### src/rtl/rtc_alarm_pkg.sv
// Package: shared constants and register index type for the seconds
// counter with alarm. Assumes word-aligned registers, eight per block.
package rtc_alarm_pkg;

    // Word index of each register within the block (byte offset / 4).
    typedef enum logic [2:0] {
        IDX_TIME  = 3'd0,
        IDX_MATCH = 3'd1,
        IDX_LOAD  = 3'd2,
        IDX_CTRL  = 3'd3,
        IDX_MASK  = 3'd4,
        IDX_RAW   = 3'd5,
        IDX_MSTAT = 3'd6,
        IDX_CLEAR = 3'd7
    } reg_idx_e;

    localparam int unsigned NUM_REGS  = 8;
    localparam int unsigned IDX_W     = 3;
    localparam int unsigned RUN_BIT   = 26;
    localparam int unsigned ALARM_BIT = 0;

endpackage

### src/rtl/rtc_bus_decode.sv
// Module: rtc_bus_decode
// Turns the two-phase register bus into one write strobe per register
// and a decoded read index. Assumes zero wait states: a transfer
// completes on the cycle where select and enable are both high.
// Addresses outside the eight-word window or with a nonzero byte
// offset produce no strobe and a read miss.
module rtc_bus_decode
    import rtc_alarm_pkg::*;
#(
    parameter int unsigned ADDR_W = 12
) (
    input  logic              bus_sel,
    input  logic              bus_en,
    input  logic              bus_write,
    input  logic [ADDR_W-1:0] bus_addr,
    output logic [NUM_REGS-1:0] wr_stb,
    output logic              rd_hit,
    output logic [IDX_W-1:0]  rd_idx
);
    localparam int unsigned HI_LSB = IDX_W + 2;

    logic             in_window;
    logic             access;
    logic [IDX_W-1:0] word_idx;

    // Window check: upper address bits and byte offset must be zero.
    always_comb begin
        word_idx  = bus_addr[HI_LSB-1:2];
        in_window = (bus_addr[ADDR_W-1:HI_LSB] == '0) && (bus_addr[1:0] == 2'b00);
        access    = bus_sel && bus_en;
    end

    // One strobe per register index, repeated by generate.
    for (genvar gi = 0; gi < NUM_REGS; gi++) begin : g_stb
        assign wr_stb[gi] = access && bus_write && in_window && (word_idx == IDX_W'(gi));
    end

    // Read decode is valid through both phases of a read.
    assign rd_hit = bus_sel && !bus_write && in_window;
    assign rd_idx = word_idx;

endmodule

### src/rtl/rtc_cfg_regs.sv
// Module: rtc_cfg_regs
// Holds the software-written configuration: match value, last loaded
// time word, run bit and interrupt mask. Assumes write strobes arrive
// one-hot from the decoder. Writes to other indices leave it untouched.
module rtc_cfg_regs
    import rtc_alarm_pkg::*;
#(
    parameter int unsigned DATA_W  = 32,
    parameter int unsigned NUM_IRQ = 1
) (
    input  logic                clk,
    input  logic                rst_n,
    input  logic [NUM_REGS-1:0] wr_stb,
    input  logic [DATA_W-1:0]   wdata,
    output logic [DATA_W-1:0]   match_q,
    output logic [DATA_W-1:0]   load_q,
    output logic                run_q,
    output logic [NUM_IRQ-1:0]  mask_q
);

    // Match register: full-word read/write.
    always_ff @(posedge clk) begin
        if (!rst_n)                 match_q <= '0;
        else if (wr_stb[IDX_MATCH]) match_q <= wdata;
    end

    // Load readback copy: remembers the last word written to the load slot.
    always_ff @(posedge clk) begin
        if (!rst_n)                load_q <= '0;
        else if (wr_stb[IDX_LOAD]) load_q <= wdata;
    end

    // Run bit: the only implemented field of the control register.
    always_ff @(posedge clk) begin
        if (!rst_n)                run_q <= 1'b0;
        else if (wr_stb[IDX_CTRL]) run_q <= wdata[RUN_BIT];
    end

    // Interrupt mask: one bit per interrupt source.
    always_ff @(posedge clk) begin
        if (!rst_n)                mask_q <= '0;
        else if (wr_stb[IDX_MASK]) mask_q <= wdata[NUM_IRQ-1:0];
    end

endmodule

### src/rtl/rtc_sec_counter.sv
// Module: rtc_sec_counter
// The seconds counter and its comparator. A load write takes priority
// over a tick. The match event fires only when an increment lands the
// count on the match value, never on a load. Wraps modulo 2**CNT_W.
module rtc_sec_counter #(
    parameter int unsigned CNT_W = 32
) (
    input  logic             clk,
    input  logic             rst_n,
    input  logic             tick,
    input  logic             run,
    input  logic             load_we,
    input  logic [CNT_W-1:0] load_val,
    input  logic [CNT_W-1:0] match_val,
    output logic [CNT_W-1:0] count_q,
    output logic             match_hit
);
    logic [CNT_W-1:0] count_inc;
    logic             step;

    // Increment value and the qualified step condition.
    always_comb begin
        count_inc = count_q + CNT_W'(1);
        step      = tick && run && !load_we;
        match_hit = step && (count_inc == match_val);
    end

    // Counter register: load, step, or hold.
    always_ff @(posedge clk) begin
        if (!rst_n)       count_q <= '0;
        else if (load_we) count_q <= load_val;
        else if (step)    count_q <= count_inc;
    end

    // without a qualified tick and with no load, the count holds.
    a_r2_hold_when_idle: assert property (@(posedge clk) disable iff (!rst_n)
        (!load_we && !(tick && run)) |=> $stable(count_q));

    // a qualified tick advances the count by exactly one.
    a_r2_step_by_one: assert property (@(posedge clk) disable iff (!rst_n)
        (!load_we && tick && run) |=> (count_q == $past(count_q) + CNT_W'(1)));

    // a load write wins over any tick on the same edge.
    a_r3_load_wins: assert property (@(posedge clk) disable iff (!rst_n)
        load_we |=> (count_q == $past(load_val)));

endmodule

### src/rtl/rtc_alarm_irq.sv
// Module: rtc_alarm_irq
// Raw status latch, masked status and the interrupt line. A set event
// in the same cycle as a clear of the same bit leaves the bit set.
// Assumes set and clear are single-cycle qualified pulses.
module rtc_alarm_irq #(
    parameter int unsigned NUM_IRQ = 1
) (
    input  logic               clk,
    input  logic               rst_n,
    input  logic [NUM_IRQ-1:0] set_evt,
    input  logic [NUM_IRQ-1:0] clr_evt,
    input  logic [NUM_IRQ-1:0] mask,
    output logic [NUM_IRQ-1:0] raw_q,
    output logic [NUM_IRQ-1:0] masked,
    output logic               irq
);

    // Raw status: per-bit latch, set beats clear.
    for (genvar gb = 0; gb < NUM_IRQ; gb++) begin : g_raw
        always_ff @(posedge clk) begin
            if (!rst_n)           raw_q[gb] <= 1'b0;
            else if (set_evt[gb]) raw_q[gb] <= 1'b1;
            else if (clr_evt[gb]) raw_q[gb] <= 1'b0;
        end
    end

    // Masked view and the combined interrupt line.
    always_comb begin
        masked = raw_q & mask;
        irq    = |masked;
    end

    // a set event leaves its bit high even when cleared on the same edge.
    a_r8_set_beats_clear: assert property (@(posedge clk) disable iff (!rst_n)
        (set_evt != '0) |=> ((raw_q & $past(set_evt)) == $past(set_evt)));

    // a clear with no competing set drops the bit.
    a_r7_clear_drops: assert property (@(posedge clk) disable iff (!rst_n)
        ((clr_evt & ~set_evt) != '0) |=> ((raw_q & $past(clr_evt & ~set_evt)) == '0));

    // bits neither set nor cleared keep their value.
    a_r7_untouched_hold: assert property (@(posedge clk) disable iff (!rst_n)
        ((set_evt | clr_evt) == '0) |=> $stable(raw_q));

endmodule

### src/rtl/rtc_alarm_periph.sv
// Module: rtc_alarm_periph (top)
// Bus-mapped seconds counter with a match alarm and a split interrupt
// model. Assumes a one-cycle sec_tick from an external prescaler and a
// zero-wait-state two-phase register bus. Read data is a combinational
// mux of the register state and is zero on a read miss.
module rtc_alarm_periph
    import rtc_alarm_pkg::*;
#(
    parameter int unsigned ADDR_W  = 12,
    parameter int unsigned DATA_W  = 32,
    parameter int unsigned NUM_IRQ = 1
) (
    input  logic              clk,
    input  logic              rst_n,
    input  logic              sec_tick,
    input  logic              bus_sel,
    input  logic              bus_en,
    input  logic              bus_write,
    input  logic [ADDR_W-1:0] bus_addr,
    input  logic [DATA_W-1:0] bus_wdata,
    output logic [DATA_W-1:0] bus_rdata,
    output logic              alarm_irq
);
    logic [NUM_REGS-1:0] wr_stb;
    logic                rd_hit;
    logic [IDX_W-1:0]    rd_idx;
    logic [DATA_W-1:0]   match_q;
    logic [DATA_W-1:0]   load_q;
    logic                run_q;
    logic [NUM_IRQ-1:0]  mask_q;
    logic [DATA_W-1:0]   count_q;
    logic                match_hit;
    logic [NUM_IRQ-1:0]  set_vec;
    logic [NUM_IRQ-1:0]  clr_vec;
    logic [NUM_IRQ-1:0]  raw_q;
    logic [NUM_IRQ-1:0]  masked;

    rtc_bus_decode #(.ADDR_W(ADDR_W)) u_dec (
        .bus_sel   (bus_sel),
        .bus_en    (bus_en),
        .bus_write (bus_write),
        .bus_addr  (bus_addr),
        .wr_stb    (wr_stb),
        .rd_hit    (rd_hit),
        .rd_idx    (rd_idx)
    );

    rtc_cfg_regs #(.DATA_W(DATA_W), .NUM_IRQ(NUM_IRQ)) u_cfg (
        .clk     (clk),
        .rst_n   (rst_n),
        .wr_stb  (wr_stb),
        .wdata   (bus_wdata),
        .match_q (match_q),
        .load_q  (load_q),
        .run_q   (run_q),
        .mask_q  (mask_q)
    );

    rtc_sec_counter #(.CNT_W(DATA_W)) u_cnt (
        .clk       (clk),
        .rst_n     (rst_n),
        .tick      (sec_tick),
        .run       (run_q),
        .load_we   (wr_stb[IDX_LOAD]),
        .load_val  (bus_wdata),
        .match_val (match_q),
        .count_q   (count_q),
        .match_hit (match_hit)
    );

    // Route the alarm to its status bit and the clear-register bits to clears.
    always_comb begin
        set_vec            = '0;
        set_vec[ALARM_BIT] = match_hit;
        clr_vec            = wr_stb[IDX_CLEAR] ? bus_wdata[NUM_IRQ-1:0] : '0;
    end

    rtc_alarm_irq #(.NUM_IRQ(NUM_IRQ)) u_irq (
        .clk     (clk),
        .rst_n   (rst_n),
        .set_evt (set_vec),
        .clr_evt (clr_vec),
        .mask    (mask_q),
        .raw_q   (raw_q),
        .masked  (masked),
        .irq     (alarm_irq)
    );

    // Read mux: one word per index, zero on a miss or a write-only slot.
    always_comb begin
        bus_rdata = '0;
        if (rd_hit) begin
            unique case (reg_idx_e'(rd_idx))
                IDX_TIME:  bus_rdata = count_q;
                IDX_MATCH: bus_rdata = match_q;
                IDX_LOAD:  bus_rdata = load_q;
                IDX_CTRL:  bus_rdata[RUN_BIT] = run_q;
                IDX_MASK:  bus_rdata[NUM_IRQ-1:0] = mask_q;
                IDX_RAW:   bus_rdata[NUM_IRQ-1:0] = raw_q;
                IDX_MSTAT: bus_rdata[NUM_IRQ-1:0] = masked;
                IDX_CLEAR: bus_rdata = '0;
                default:   bus_rdata = '0;
            endcase
        end
    end

    // the alarm bit only rises when the new count equals the match value in force.
    a_r4_rise_on_match: assert property (@(posedge clk) disable iff (!rst_n)
        $rose(raw_q[ALARM_BIT]) |-> (count_q == $past(match_q)));

    // with the mask clear the interrupt line stays low whatever raw holds.
    a_r6_masked_quiet: assert property (@(posedge clk) disable iff (!rst_n)
        (mask_q == '0) |-> !alarm_irq);

endmodule

### config.mk
export PLATFORM = sky130hd
export DESIGN_NAME = rtc_alarm_periph
export DESIGN_NICKNAME = d
export VERILOG_FILES = /design/src/rtl/rtc_alarm_pkg.sv /design/src/rtl/rtc_bus_decode.sv /design/src/rtl/rtc_cfg_regs.sv /design/src/rtl/rtc_sec_counter.sv /design/src/rtl/rtc_alarm_irq.sv /design/src/rtl/rtc_alarm_periph.sv
export SDC_FILE = /design/constraint.sdc
export NUM_CORES = 1
export LEC_CHECK = 0
export ABC_AREA = 1
export BUFFER_PORTS_ARGS = -buffer_cell sky130_fd_sc_hd__buf_2
export CORE_MARGIN = 2
export CORE_UTILIZATION = 34
export DETAILED_ROUTE_END_ITERATION = 12
export GPL_ROUTABILITY_DRIVEN = 0
export PLACE_DENSITY = 0.53
export SLEW_MARGIN = 20
export SYNTH_ARGS = -nofsm -noshare
export SYNTH_HDL_FRONTEND = slang
export SYNTH_SLANG_ARGS = --single-unit
### constraint.sdc
create_clock -name clk -period 4.1 [get_ports clk]
set_input_delay 0.82 -clock clk [delete_from_list [all_inputs] [get_ports clk]]
set_output_delay 0.82 -clock clk [all_outputs]
set_load 0.02 [all_outputs]
# Yosys cells after proc, flatten, opt, wreduce, memory -nomap -nowiden
# Index checks and enable logic that the tools add are counted.
# classes
addsub,1
n_mul,0
div_mod_pow,0
magnitude_cmp,0
n_eq_ne,8
n_shift,0
muxes,10
bitwise_logic,1
reduce_logical,21
# ops
op,count
32-bit two-way mux,3
25-bit one-hot mux with 3 select lines,1
32-bit by 1-bit adder with 32-bit output (second input constant),1
32-bit == test,1
5-bit one-hot mux with 3 select lines,1
1-bit logical AND,14
3-bit == test (second input constant),4
7-bit logical NOT,1
3-bit by 2-bit == test with 1-bit output (second input constant),2
1-bit one-hot mux with 6 select lines,1
1-bit one-hot mux with 4 select lines,1
2-bit nonzero test,2
3-bit by 1-bit == test with 1-bit output (second input constant),1
3-bit logical NOT,1
1-bit two-way mux,3
1-bit logical NOT,2
2-bit logical NOT,1
1-bit bitwise AND,1
# totals
reg_bits,99
latch_bits,0
ramBits,0
rom_bits,0
input_bits,50
output_inout_bits,33
n_memories,0

# Depth between registers and ports, before layout
# Gate-level depths: netlist (run 1).
# logic_depth
depth_word,8
ltp_mapped,15
mapped_depth_nobuf,15

# By module
# Synthesis (run 1) repeated with hierarchy kept, for this count alone.
# unflattened
hier_cells,1222
hier_area_um2,6869.1
# by_module_without_submodules
module,n_inst,cells_per_inst,area_each_um2,seq_area_each_um2
rtc_sec_counter,1,572,3135.5,640.6
rtc_cfg_regs,1,383,2565.0,1321.3
rtc_alarm_periph,1,223,913.4,0.0
rtc_bus_decode,1,35,196.4,0.0
rtc_alarm_irq,1,9,58.8,20.0

# Worst setup path before layout (run 1)
# No wires, ideal clock.
# synth_path
path_kind,in2out
start,input port bus_addr[2]
end,output port bus_rdata[10]
t_arrival_ns,2.215
required_time_ns,3.280
path_slack_ns,1.065
path_stages,7
n_path_buf,2
path_cell_list,inv_1 or2_0 nor2_1 clkbuf_1 buf_1 nand2_1 a31oi_1
# synth_via
elab_chain_cells,3
elab_cells_between_ends,5
# synth_lines
element,line,rtl
from (decl),rtc_alarm_periph.sv:19,"input logic [ADDR_W-1:0] bus_addr,"
3-bit by 2-bit == test with 1-bit output (tied with other cells),rtc_alarm_periph.sv:93,unique case (reg_idx_e'(rd_idx))
25-bit one-hot mux with 3 select lines *,rtc_alarm_periph.sv:93,
32-bit two-way mux *,rtc_alarm_periph.sv:92,if (rd_hit) begin
to (decl),rtc_alarm_periph.sv:21,"output logic [DATA_W-1:0] bus_rdata,"
# Every way passes the cells marked *; elsewhere a longest branch is shown, timed or not.

# Final worst setup path (run 1)
# layout_path
start,input port bus_addr[10]
end,output port bus_rdata[30]
# layout_via
elab_chain_cells,4
# layout_lines
element,line,rtl
7-bit logical NOT,rtc_bus_decode.sv:29,in_window = (bus_addr[ADDR_W-1:HI_LSB] == '0) && (bus_addr[1:0] == 2'b00);
1-bit logical AND,rtc_bus_decode.sv:29,
1-bit logical AND,rtc_bus_decode.sv:39,assign rd_hit = bus_sel && !bus_write && in_window;
32-bit two-way mux,rtc_alarm_periph.sv:92,
# Every way passes these cells.

==> results.md, run 1 <==
- Outcome: complete, no violations
- Post-CTS setup buffers: 0
- Arrival time worst endpoint: 2280 ps
- Sequential element share of the synthesized area: 0.321
- Antenna Cells: 0
- Share of the synthesized area in the top cell type: 0.321
- Final Net Count: 1144
- Syn Nets: 1078
- Antenna-violating nets left: 0
- Max_slew headroom: 0.464
- Clock-pin slew on the worst setup and hold paths: 70 ps
- First DRT Iteration DRCs: 440
- Post-Synthesis Mean Instance Area: 6.01 µm²
- Initial antenna violation count: 0
- R2R setup slack: 1650 ps
- Worst IR Drop VDD: 0.000180 V
- Synth Register Bits: 99
- Clock Path Buffers: 2
- R2r worst-path depth: 11
- GRT Total Usage: 0.217
- Post-route DRC: 0
- # clock sinks: 99
- Row count: 49
- Total Neg Setup Slack: 0 ps
- Crit path kind: in -> out
- Die height: 139 µm
- Worst-margin pin slew: 803 ps
- Tcrit/Tclk final: 0.755
- First-pass GRT wire length: 33500 µm
- Max Slew Vio Count: 0
- Number of synthesized flops with an enable pin: 0
- Routed WL: 20800 µm
- Post-DP HPWL: 15000 µm
- Via-to-Cell Ratio: 5.06
- Largest cells by area after synthesis: dfxtp_1 (32%), nand2_1 (24%), nand3_1 (6.2%)
- Number of global-route vias before repair: 6375
- Final hold violations: 0
- Vias: 6717
- Async set-or-reset flop fraction in the synthesized netlist: 0
- Total grt overflow: 0
- Layout cell share with drive strength beyond 1: 0.135
- Worst setup SP type: input port
- Fillers: 2000
- Drt pass-1 iters: 5
- # H-tree levels: 3
- Setup violations, final: 0
- Die W: 139 µm
- Crit path required time: 3280 ps
- Initial Utilization: 0.345
- PD cells: 276 nW/µm²
- Worst Hold Depth: 2
- Critical path endpoint category: output port
- CTS Buf Count: 9
- HP Class: reg -> reg
- Yosys Warn Count: 0
- Largest net degree at the start of global routing: 53
- Area Growth Syn to Fin: 15.8%
- Max-Cap Viols: 0
- Max frequency: 323 MHz
- Core Area: 17900 µm²
- Post-synth top area cell: dfxtp_1
- Ys flop type: dfxtp_1
- Worst-path fanout max: 30
- Hold_ws: 467 ps
- Die ar.: 19300 µm²
- Hold-fix buffers, CTS: 0
- Clock Skew: 10.4 ps
- Mapped cell area: 6170 µm²
- Clock Latency Late Sink: 360 ps
- Wire length per cell: 15.7 µm
- Leakage: 2.70 nW
- PortBufs: 82
- # resized after CTS: 0
- Post-synthesis instance total: 1027
- Yosys cell types: 33
- Tmin final: 3100 ps
- CTS tree: built
- Root buf cell: clkbuf_16
- Setup repair after global routing missed its margin: no
- Num ports: 83
==> area by class of cell <==
| type | count | area (µm²) | area share |
|---|---|---|---|
| multi-input cells | 786 | 3650 | 0.511 |
| flip-flops and latches | 99 | 1980 | 0.277 |
| repair buffers | 99 | 538 | 0.0753 |
| inverters | 98 | 368 | 0.0515 |
| well taps | 229 | 287 | 0.0401 |
| clock buffers | 9 | 225 | 0.0315 |
| clock inverters | 7 | 92.6 | 0.0130 |
==> worst max-delay path, cell delays in order <==
cell and delay, ps:
buf_2 100, nor2_1 120, nand4_1 120, nor2_1 190
nand4_1 100, buf_4 280, a31oi_1 310, buf_2 230
==> cells by family (layout without fill, tap and decap cells) <==
kind of cell               after synthesis  in the layout  synth area share
buffers and inverters                  142            213            0.0886
adders and majority gates                1              1           0.00203
AOI/OAI and AO/OA                      174            174             0.160
DFF                                     99             99             0.321
and+or+nand+nor                        605            605             0.418
xor gates and xnor gates                 6              6            0.0107
==> through the flow <==
step / worst slack, ps / total power, mW / instances / instance area (µm²) / utilization
2_1_floorplan: 1060 / 1.02 / 1027 / 6170 / -
3_3_place_gp: 988 / 1.07 / 1311 / 6830 / 0.381
3_5_place_dp: 952 / 1.07 / 1311 / 6830 / 0.381
4_1_cts: 1030 / 2.00 / 1327 / 7150 / 0.399
5_1_grt: 856 / 2.03 / 1327 / 7150 / 0.399
6_report: 1000 / 1.97 / 1327 / 7150 / 0.399
==> state kept, by name, indices dropped and copies added (netlist names) <==
register	count
u_cfg.match_q	32
u_cnt.count_q	32
u_irq.raw_q	1
u_cfg.load_q	32
u_cfg.run_q	1
u_cfg.mask_q	1
==> per-layer routing <==
| layer | track usage | vias up | share of wire |
|---|---|---|---|
| li1 | - | 3467 | - |
| met1 | 0.276 | 3115 | 0.47 |
| met2 | 0.379 | 112 | 0.48 |
| met3 | 0.0331 | 23 | 0.034 |
| met4 | 0.0686 | 0 | 0.021 |
| met5 | 0 | - | 0 |
==> power by group <==
| group | internal, mW | leakage (nW) | switching, mW | total, mW |
|---|---|---|---|---|
| clock | 0.534 | 0.159 | 0.395 | 0.929 |
| combinational | 0.0262 | 1.74 | 0.0576 | 0.0838 |
| sequential | 0.961 | 0.797 | 0.0000316 | 0.961 |
==> worst paths after layout <==
kind / from / endpoint
setup / recovery: bus_addr[10] / bus_rdata[30]
hold / removal: u_cfg.load_q[6]$_SDFFE_PN0P_ / u_cfg.load_q[6]$_SDFFE_PN0P_
setup reg to reg: u_cnt.count_q[0]$_SDFFE_PN0P_ / u_irq.raw_q$_SDFFE_PN0P_
hold reg to reg: u_cfg.load_q[6]$_SDFFE_PN0P_ / u_cfg.load_q[6]$_SDFFE_PN0P_
==> cell usage after synthesis (4+ instances only) <==
| library cell | number |
|---|---|
| nand2_2 | 8 |
| nor2_2 | 4 |
| a21oi_1 | 69 |
| inv_1 | 95 |
| buf_1 | 4 |
| nor2_4 | 9 |
| o21ai_0 | 42 |
| nand3b_1 | 16 |
| nand2_1 | 393 |
| nand3_1 | 77 |
| nor2_1 | 85 |
| clkbuf_1 | 34 |
| a31oi_1 | 47 |
| dfxtp_1 | 99 |
| a221oi_1 | 4 |
| nand4_1 | 6 |
| buf_2 | 5 |
| o221ai_1 | 7 |
==> layout by cell type, fill, tap and decap left out, types with 16 or more instances in the layout <==
cell,Yosys,routed
buf_2,5,82
nand3b_1,16,16
buf_4,0,17
inv_1,95,95
nor2_1,85,81
dfxtp_1,99,99
nand3_1,77,77
o21ai_0,42,42
a31oi_1,47,47
nand2_1,393,393
a21oi_1,69,69
Power figures use the tool's default switching activity.
==> inputs of run 2 (changes only) <==
clock period = 3 ns   (was 4.1 ns; I/O delays follow)
==> results.md, run 2 (same netlist as run 1, synthesis figures left out) <==
- Total grt overflow: 0
- Root buf cell: clkbuf_16
- Worst Hold Depth: 2
- Beginning of the worst hold path: u_cfg.load_q[22]$_SDFFE_PN0P_
- Num ports: 83
- Setup repair after global routing missed its margin: no
- Clock Latency Late Sink: 350 ps
- Largest regs: u_cfg.load_q: 32 flops, u_cfg.match_q: 32 flops, u_cnt.count_q: 32 flops
- Crit path required time: 2400 ps
- Max Slew Vio Count: 0
- R2R setup slack: 600 ps
- Arrival time worst endpoint: 1960 ps
- Clock Skew: 10.4 ps
- Outcome: complete, no violations
- Antenna Cells: 0
- Worst-path fanout max: 9
- Reg-to-reg startpoint: u_cnt.count_q[0]$_SDFFE_PN0P_
- Tcrit/Tclk final: 0.854
- Total Power: 2.59 mW
- Commonest non-fill, non-tap cell in the layout: nand2_1
- Final Net Count: 1150
- Final hold violations: 0
- Drt pass-1 iters: 5
- Tmin final: 2560 ps
- Post-route DRC: 0
- Post-DP HPWL: 15500 µm
- Row count: 49
- Antenna-violating nets left: 0
- Largest net degree at the start of global routing: 40
- Total Neg Setup Slack: 0 ps
- Die height: 139 µm
- Most frequent cells in the layout: nand2_1 (393), dfxtp_1 (99), inv_1 (95)
- Fillers: 2025
- Wire length per cell: 15.7 µm
- Max_slew headroom: 0.443
- Worst setup SP type: input port
- Clock-pin slew on the worst setup and hold paths: 60 ps
- Number of global-route vias before repair: 6357
- Hold_ws: 464 ps
- PortBufs: 82
- First DRT Iteration DRCs: 366
- Crit path kind: in -> out
- CP max stage delay: 330 ps
- Initial antenna violation count: 0
- Core Area: 17900 µm²
- # clock sinks: 99
- CTS Buf Count: 9
- GRT Total Usage: 0.219
- Clock Path Buffers: 2
- HP Class: reg -> reg
- # H-tree levels: 3
- Fraction of power spent switching nets: 0.223
- Hold-fix buffers, CTS: 0
- Layout cell share with drive strength beyond 1: 0.137
- # resized after CTS: 0
- Gate power share: 0.044
- Sequential power share: 0.508
- Worst-margin pin slew: 835 ps
- CP top delay family: buffers and inverters
- Clock power frac: 0.447
- Critical path buffers and inverters: 4
- Crit path from: bus_addr[2]
- Via-to-Cell Ratio: 5.06
- Setup violations, final: 0
- Routed WL: 20900 µm
- Die ar.: 19300 µm²
- Area Growth Syn to Fin: 15.9%
- Final Non-Filler Cells: 1331
- Crit-path cells: buf_2 -> inv_1 -> or2_0 -> nor2_2 -> inv_1 -> o21ai_0 -> a221oi_1 -> nor2_1 -> buf_2
- Die W: 139 µm
- Initial Utilization: 0.345
- Leakage: 2.71 nW
- Post-CTS setup buffers: 0
- Vias: 6735
- R2r worst-path depth: 12
- Max-Cap Viols: 0
- Hold endpoint: u_cfg.load_q[22]$_SDFFE_PN0P_
- Worst path slowest cell: inv_1
- CTS tree: built
- Worst IR Drop VDD: 0.000246 V
- Worst r2r dst: u_irq.raw_q$_SDFFE_PN0P_
- Max frequency: 390 MHz
- Cells after DPL: 1317
- Sw Pwr: 576 µW
- First-pass GRT wire length: 33900 µm
- Critical path endpoint category: output port
- Int Pwr: 2.01 mW
- PD cells: 361 nW/µm²
[run 2: cell types whose count changed in the layout (fill, tap and decap cells not counted)]
cell | previous run | this run
clkbuf_1 | 0 | 1
bufinv_16 | 2 | 1
clkbuf_8 | 0 | 1
clkinv_4 | 2 | 0
clkinv_2 | 3 | 2
buf_4 | 17 | 23
[run 2: worst max-delay path by stage]
| stage | depth (start not counted) | slack, ps | endpoint |
|---|---|---|---|
| floorplan | 7 | 400 | bus_rdata[10] |
| global placement | 9 | 450 | bus_rdata[26] |
| detailed placement | 9 | 410 | bus_rdata[26] |
| CTS | 9 | 410 | bus_rdata[26] |
| global route | 9 | 310 | bus_rdata[26] |
| finish | 9 | 440 | bus_rdata[26] |
[run 2: layout make-up]
| class | instances | area, µm² | share of cell area |
|---|---|---|---|
| tap | 229 | 287 | 0.0400 |
| sequential | 99 | 1980 | 0.277 |
| clock buffer | 11 | 243 | 0.0339 |
| inverter | 98 | 368 | 0.0514 |
| timing repair buffer | 105 | 583 | 0.0815 |
| multi-input combinational | 786 | 3650 | 0.511 |
| clock inverter | 3 | 40.0 | 0.00559 |
[run 2: power groups by stage]
stage / Combinational (mW) / Sequential, mW / Clock [mW]
final: 0.115 / 1.31 / 1.16
after global routing: 0.127 / 1.31 / 1.24
after CTS: 0.117 / 1.31 / 1.19
after detailed placement: 0.116 / 1.34 / 0
after global placement: 0.116 / 1.34 / 0
after floorplan: 0.0472 / 1.34 / 0
[run 2: stage by stage]
step	area, µm²	setup slack [ps]	util
final	7160	437	0.400
after global routing	7160	309	0.400
after CTS	7160	415	0.400
after detailed placement	6870	415	0.384
after global placement	6870	446	0.384
after floorplan	6170	405	-
[run 2: per-layer routing]
layer | part of all wire | vias up | global-route usage | routed length [µm]
met5 | 0 | - | 0 | 0
met4 | 0.019 | 0 | 0.0633 | 388
met3 | 0.039 | 24 | 0.0345 | 824
met2 | 0.48 | 143 | 0.380 | 10000
met1 | 0.46 | 3084 | 0.282 | 9650
li1 | - | 3484 | - | -
[run 2: tightest hold or removal path, delay by kind of cell (launching register included)]
kind / cells / cell delay (ps)
DFF: 1 / 310
and+or+nand+nor: 1 / 60
AOI/OAI and AO/OA: 1 / 50
